==> src/rtl/strap_pkg.sv <==
package strap_pkg;
  typedef enum logic [1:0] {
    BOOT_NONE = 2'd0,
    BOOT_SPI  = 2'd1,
    BOOT_DL   = 2'd2,
    BOOT_BAD  = 2'd3
  } boot_mode_e;

  typedef struct packed {
    logic d;
    logic c;
    logic b;
    logic a;
  } strap_t;

  localparam int unsigned StrapW = $bits(strap_t);
endpackage

==> src/rtl/strap_hold_timer.sv <==
module strap_hold_timer #(
  parameter int unsigned HOLD_CYCLES = 750_000
) (
  input  logic clk_i,
  input  logic rst_ni,
  input  logic chip_en_i,
  input  logic held_i,
  output logic fire_o
);
  localparam int unsigned CntW = $clog2(HOLD_CYCLES + 1);
  localparam logic [CntW-1:0] LastCnt = CntW'(HOLD_CYCLES - 1);

  logic [CntW-1:0] cnt_q;

  assign fire_o = chip_en_i && !held_i && (cnt_q == LastCnt);

  always_ff @(posedge clk_i or negedge rst_ni) begin
    if (!rst_ni) begin
      cnt_q <= '0;
    end else if (!chip_en_i || held_i || fire_o) begin
      cnt_q <= '0;
    end else begin
      cnt_q <= cnt_q + CntW'(1);
    end
  end
endmodule

==> src/rtl/strap_capture.sv <==
module strap_capture
  import strap_pkg::*;
(
  input  logic   clk_i,
  input  logic   rst_ni,
  input  logic   chip_en_i,
  input  logic   fire_i,
  input  strap_t pins_i,
  output strap_t straps_o,
  output logic   held_o,
  output logic   done_o
);
  strap_t straps_q;
  logic   held_q, done_q;

  always_ff @(posedge clk_i or negedge rst_ni) begin
    if (!rst_ni) begin
      straps_q <= '0;
      held_q   <= 1'b0;
      done_q   <= 1'b0;
    end else if (!chip_en_i) begin
      straps_q <= '0;
      held_q   <= 1'b0;
      done_q   <= 1'b0;
    end else begin
      done_q <= fire_i;
      if (fire_i) begin
        straps_q <= pins_i;
        held_q   <= 1'b1;
      end
    end
  end

  assign straps_o = straps_q;
  assign held_o   = held_q;
  assign done_o   = done_q;
endmodule

==> src/rtl/strap_decode.sv <==
module strap_decode
  import strap_pkg::*;
(
  input  logic       held_i,
  input  strap_t     straps_i,
  input  logic [1:0] print_ctrl_i,
  input  logic       dbg_sel_i,
  output boot_mode_e mode_o,
  output logic       print_en_o,
  output logic       dbg_pins_o,
  output logic       invalid_o
);
  logic bad_combo;

  assign bad_combo = !straps_i.b && !straps_i.c;

  always_comb begin
    mode_o     = BOOT_NONE;
    print_en_o = 1'b0;
    dbg_pins_o = 1'b0;
    invalid_o  = 1'b0;
    if (held_i) begin
      invalid_o = bad_combo;
      if (!straps_i.a || bad_combo) mode_o = BOOT_BAD;
      else if (straps_i.c)          mode_o = BOOT_SPI;
      else                          mode_o = BOOT_DL;
      unique case (print_ctrl_i)
        2'd0:    print_en_o = 1'b1;
        2'd1:    print_en_o = !straps_i.b;
        2'd2:    print_en_o = straps_i.b;
        default: print_en_o = 1'b0;
      endcase
      dbg_pins_o = dbg_sel_i && !straps_i.d;
    end
  end
endmodule

==> src/rtl/strap_sampler.sv <==
module strap_sampler
  import strap_pkg::*;
#(
  parameter int unsigned HOLD_CYCLES = 750_000
) (
  input  logic       clk_i,
  input  logic       rst_ni,
  input  logic       chip_en_i,
  input  logic       strap_a_i,
  input  logic       strap_b_i,
  input  logic       strap_c_i,
  input  logic       strap_d_i,
  input  logic [1:0] print_ctrl_i,
  input  logic       dbg_sel_i,
  output logic [3:0] straps_o,
  output logic [1:0] boot_mode_o,
  output logic       print_en_o,
  output logic       dbg_pins_o,
  output logic       invalid_o,
  output logic       sample_done_o
);
  strap_t     pins, straps;
  logic       fire, held;
  boot_mode_e mode;

  assign pins = '{d: strap_d_i, c: strap_c_i, b: strap_b_i, a: strap_a_i};

  strap_hold_timer #(.HOLD_CYCLES(HOLD_CYCLES)) u_timer (
    .clk_i     (clk_i),
    .rst_ni    (rst_ni),
    .chip_en_i (chip_en_i),
    .held_i    (held),
    .fire_o    (fire)
  );

  strap_capture u_capture (
    .clk_i     (clk_i),
    .rst_ni    (rst_ni),
    .chip_en_i (chip_en_i),
    .fire_i    (fire),
    .pins_i    (pins),
    .straps_o  (straps),
    .held_o    (held),
    .done_o    (sample_done_o)
  );

  strap_decode u_decode (
    .held_i       (held),
    .straps_i     (straps),
    .print_ctrl_i (print_ctrl_i),
    .dbg_sel_i    (dbg_sel_i),
    .mode_o       (mode),
    .print_en_o   (print_en_o),
    .dbg_pins_o   (dbg_pins_o),
    .invalid_o    (invalid_o)
  );

  assign straps_o    = straps;
  assign boot_mode_o = mode;
endmodule

==> config.mk <==
export PLATFORM = sky130hd
export DESIGN_NAME = strap_sampler
export DESIGN_NICKNAME = d
export VERILOG_FILES = /design/src/rtl/strap_pkg.sv /design/src/rtl/strap_hold_timer.sv /design/src/rtl/strap_capture.sv /design/src/rtl/strap_decode.sv /design/src/rtl/strap_sampler.sv
export SDC_FILE = /design/constraint.sdc
export NUM_CORES = 1
export LEC_CHECK = 0
export ABC_AREA = 1
export BUFFER_PORTS_ARGS = -buffer_cell sky130_fd_sc_hd__buf_2
export CELL_PAD_IN_SITES_DETAIL_PLACEMENT = 1
export CELL_PAD_IN_SITES_GLOBAL_PLACEMENT = 1
export CORE_MARGIN = 5
export CORE_UTILIZATION = 30
export DETAILED_ROUTE_END_ITERATION = 12
export GPL_TIMING_DRIVEN = 0
export PLACE_DENSITY = 0.69
export SYNTH_ARGS = -nofsm -noshare
export SYNTH_HDL_FRONTEND = slang
export SYNTH_SLANG_ARGS = --single-unit
export TNS_END_PERCENT = 50
==> constraint.sdc <==
create_clock -name clk_i -period 1.54 [get_ports clk_i]
set_input_delay 0.308 -clock clk_i [delete_from_list [all_inputs] [get_ports clk_i]]
set_output_delay 0.308 -clock clk_i [all_outputs]
set_load 0.005 [all_outputs]
# Yosys cells after proc, flatten, opt, wreduce, memory -nomap -nowiden
# Index checks and enable logic that the tools add are counted.
# classes
n_addsub	1
eq_ne	4
mux	13
reduce_logical	14
# op_table
cell	count
$add A20 B1 Y20 const B	1
$eq A20 B20 Y1 const B	1
$mux W20	1
$mux W4	2
$logic_not A1 Y1	6
$mux W1	6
$mux W2	3
$logic_and A1 B1 Y1	4
$logic_or A1 B1 Y1	3
$pmux W1 S3	1
$eq A2 B1 Y1 const B	1
$eq A2 B2 Y1 const B	1
$logic_not A2 Y1	1
$ne A2 B1 Y1 const B	1
# totals
reg_bits	26
inputBits	10
out_inout_bits	10
wordCells	39

# Depth between registers and ports, before layout
# logic_depth
word_depth	5
depth_mapped	9
ltp_nobuf	9

# Modules after synthesis
# A second synthesis with hierarchy kept.
# hier_totals
hier_cells	207
area_unflattened_um2	1497.7
# by_module_without_submodules
module	n_inst	cells_per_inst	area_each_um2	seq_area_each_um2
strap_hold_timer	1	169	1204.9	500.5
strap_capture	1	24	231.5	150.1
strap_decode	1	14	61.3	0.0

# Worst setup path before layout
# OpenSTA, ideal clock, no wires.
# synth_path
path_type	reg-to-reg
from	register u_timer.cnt_q[0]
to	register u_timer.cnt_q[0]
setup_ps	122
arrival_ps	1259
required_time_ps	1418
slack_ps	159
stages_incl_launch_ff	8
path_buffers	1
period_less_slack_ps	1381
path_cell_list	dfrtp_1 ha_1 nand3_1 nor2_2 nand3_2 nand2_4 buf_6 nor2_1
# synth_between
elab_chain_cells	4
elab_cells_between_ends	5
classes_between	1 x add/sub; 1 x eq/ne; 1 x mux; 2 x reduce/logical
# synth_rtl
element	line_no	source
start, declared	strap_hold_timer.sv:13	logic [CntW-1:0] cnt_q;
start signal, assigned	strap_hold_timer.sv:23	cnt_q <= cnt_q + CntW'(1);
parallel branches: the longest is 3 deep, another holds $add A20 B1 Y20	--	
$mux W20 *	strap_hold_timer.sv:20	end else if (!chip_en_i || held_i || fire_o) begin
# Mark *: on every way between the ends.
# A chain may end at the register's enable or synchronous reset.

# Worst setup path after layout
# layout_path
from	register u_timer.cnt_q[0]
to	register u_timer.cnt_q[16]
# The elaborated chain is that of the path after synthesis.

==> summary.md <==
| Metric | Value |
|---|---|
| Crit. End Element | `register` |
| Non-Filler Instances | `298` |
| Global-route total usage across every layer | `between 10% and 20%` |
| Initial Util | `31.24%` |
| Status | `complete, no violations` |
| Crit path launch type | `register` |
| Critical Path Fanout Max | `10` |
| Vias per cell | `about 4.6` |
| Cells after Synth | `204` |
| Final setup viols | `0` |
| Max transition margin | `58.84%` |
| Die Y-Extent | `about 80 microns` |
| Routed vias | `1372` |
| RSZ-0062 raised after global routing | `true` |
| Hold_ws | `0.02895 ns` |
| WP buf/inv | `1` |
| Hold Vio Cnt, Final | `0` |
| Initial antenna violation count | `0` |
| Worst skew pair latency | `approximately 0.28 ns` |
| TritonCTS buffer count | `3` |
| Chip Width | `~80 microns` |
| Distinct cells, synth | `23` |
| VDD IR-drop max | `350.9 uV` |
| Io pins | `20` |
| Worst EP arrival | `1.60 ns` |
| GR Overflow Total | `0` |
| Yosys warns | `0` |
| Full die area | `6496 sq um` |
| Most used cell, CP | `nand3_2` |
| Seq/Total Area, Yosys | `about 44%` |
| Syn Nets | `215` |
| RD Place Congestion | `0.8134` |
| Vias in the first global route | `between 1000 and 1500` |
| Max incr delay on CP | `0.37 ns` |
| CTS Root Cell | `clkbuf_8` |
| Drt wl/cell | `13.10 microns` |
| Ant. Diodes | `0` |
| Syn-to-layout area delta | `21.67%` |
| CP max-delay cell | `dfrtp_1` |
| Family with the most delay on the worst path | `simple AND/OR/NAND/NOR gates` |
| Detailed placer's ending HPWL | `2934 microns` |
| Peak Freq | `706.1 MHz` |
| H-tree levels | `1` |
| Max clock buf depth | `2` |
| Hold buffers post-CTS | `0` |
| Global-route wire length before repair | `6458 microns` |
| Average cell area after synthesis | `7.329 sq um` |
| Seq cells post-synth | `26` |
| Tmin final | `1.416 ns` |
| Leak | `0.0008157 uW` |
| Worst endpoint required time | `between 1.5 and 2 ns` |
| CTS Sinks | `26` |
| Share of layout cells above drive strength 1 | `23.81%` |
| Finished Core Util | `38.01%` |
| Final net count | `243` |
| Worst-path clk slew | `0.10 ns` |
| Placed Cells | `290` |
| Setup CP Type | `register to register` |
| DR pass1 iterations | `4` |
| Final ANT Viol Nets | `0` |
| Port Buf Inserts | `19` |
| Post-Synthesis Cell Area | `1495 sq um` |
| DR DRC count | `0` |
| Max Cap Viol | `0` |
| Largest net degree at the start of global routing | `27` |
| CTS tree | `built` |
| Core region area | `4786 sq um` |
| WL final | `approximately 3900 microns` |
| Pwr/cell area | `747.8 nW/um^2` |
| Final Skew | `around 0.0025 ns` |
| Hold WC Path Type | `primary input to async pin` |
| Iteration-0 DRC count of the detailed router | `36` |
| Worst-Margin Slew | `between 0.6 and 0.7 ns` |
| Period utilisation layout | `approximately nine tenths` |
| Crit path cell chain | `ha_2, nand3_2, nor2_2, nand3_2, nand2_4, buf_6, nor2_1` |
| FP Rows | `25` |
| Slew Viols, Final | `0` |
[registers in the layout, summed over array words and instances (netlist names)]
signal              count
u_capture.held_o        1
u_capture.done_o        1
u_capture.straps_o      4
u_timer.cnt_q          20
[where the power goes]
| group | switching, uW | total [uW] | internal (uW) |
|---|---|---|---|
| registers | 5.63 | 694 | 689 |
| logic | 44.8 | 70.3 | 25.5 |
| clock network | 247 | 596 | 348 |
| total | 298 | 1360 | 1060 |
[final cells by class]
type	count	area (sq um)
plain buffers	1	11.26
clock buffers	3	41.29
clock inverters	1	30.03
fillers	620	2967
inverters	26	97.59
multi-input cells	151	778.2
flip-flops and latches	26	651.9
well taps	67	83.83
repair buffers	23	125.1
[cells in the mapped netlist, drive strengths merged]
library cell	n	share of area [%]
o21bai	1	0.50
nor2	47	13
or2	1	0.42
inv	26	6.5
ha	1	0.84
nor3	6	2.3
nand4	8	3.3
xor2	7	4.1
a31oi	1	0.42
a21oi	5	1.7
a211oi	1	0.50
o21ai	1	0.33
dfrtp	26	44
nand3b	2	1.0
nand3	16	5.7
nand2	54	15
buf	1	0.75
[cell usage in the layout, fill, tap and decap left out, drive strengths merged]
cell type  instances
nor3               6
or2                1
ha                 1
nand2             54
nand3b             2
clkbuf             3
xor2               7
dfrtp             26
nand3             16
o21ai              1
a211oi             1
buf               24
a31oi              1
a21oi              5
nor2              47
bufinv             1
nand4              8
inv               26
o21bai             1
[what timing repair did]
action | 4_1_cts | 5_1_grt
setup buffers | 3 | 1
pin swaps | 0 | 2
endpoints found under the setup margin | 18 | 23
resized for setup | 3 | 11
[cell families (layout without fill, tap and decap cells)]
| group | count (synthesis) | after routing | synth area share (%) |
|---|---|---|---|
| AOI/OAI and AO/OA | 9 | 9 | 3.431 |
| buffers and inverters | 27 | 54 | 7.280 |
| adders and majority gates | 1 | 1 | 0.8367 |
| and+or+nand+nor | 134 | 134 | 40.84 |
| xor gates and xnor gates | 7 | 7 | 4.100 |
| DFF | 26 | 26 | 43.51 |
[path summary, 6_finish.rpt]
| path | depth (start not counted) | slack, ns | to | start |
|---|---|---|---|---|
| worst max-delay path | 7 | 0.12 | u_timer.cnt_q[16] | u_timer.cnt_q[0] |
| worst min-delay path | 1 | 0.03 | u_timer.cnt_q[17] | rst_ni |
| worst max register to register | 7 | 0.12 | u_timer.cnt_q[16] | u_timer.cnt_q[0] |
| worst min register to register | 2 | 0.54 | u_capture.straps_o[3] | u_capture.straps_o[3] |
| max in group asynchronous | 1 | 1.07 | u_timer.cnt_q[14] | rst_ni |
| min in group clk_i | 3 | 0.28 | u_capture.straps_o[1] | strap_b_i |
[per-layer routing]
layer / GRT usage (%) / vias up / wire [microns]
li1: - / 699 / -
met5: 0 / - / 0
met3: 1.794 / 4 / 127
met2: 21.69 / 16 / 1891
met1: 17.37 / 653 / 1857
met4: 3.041 / 0 / 30
[metrics by stage]
step                      worst slack (ns)  cell area (sq um)  TNS [ns]  power (uW)
final                               0.1237               1819         0        1360
after global routing              -0.01515               1819  -0.06137        1417
after CTS                          0.01765               1778         0        1374
after detailed placement           -0.1409               1674    -1.633       770.5
after global placement             -0.1186               1674    -1.328       769.1
after floorplan                     0.1588               1495         0       733.1
Note: power is estimated with default switching activity, not from simulation.
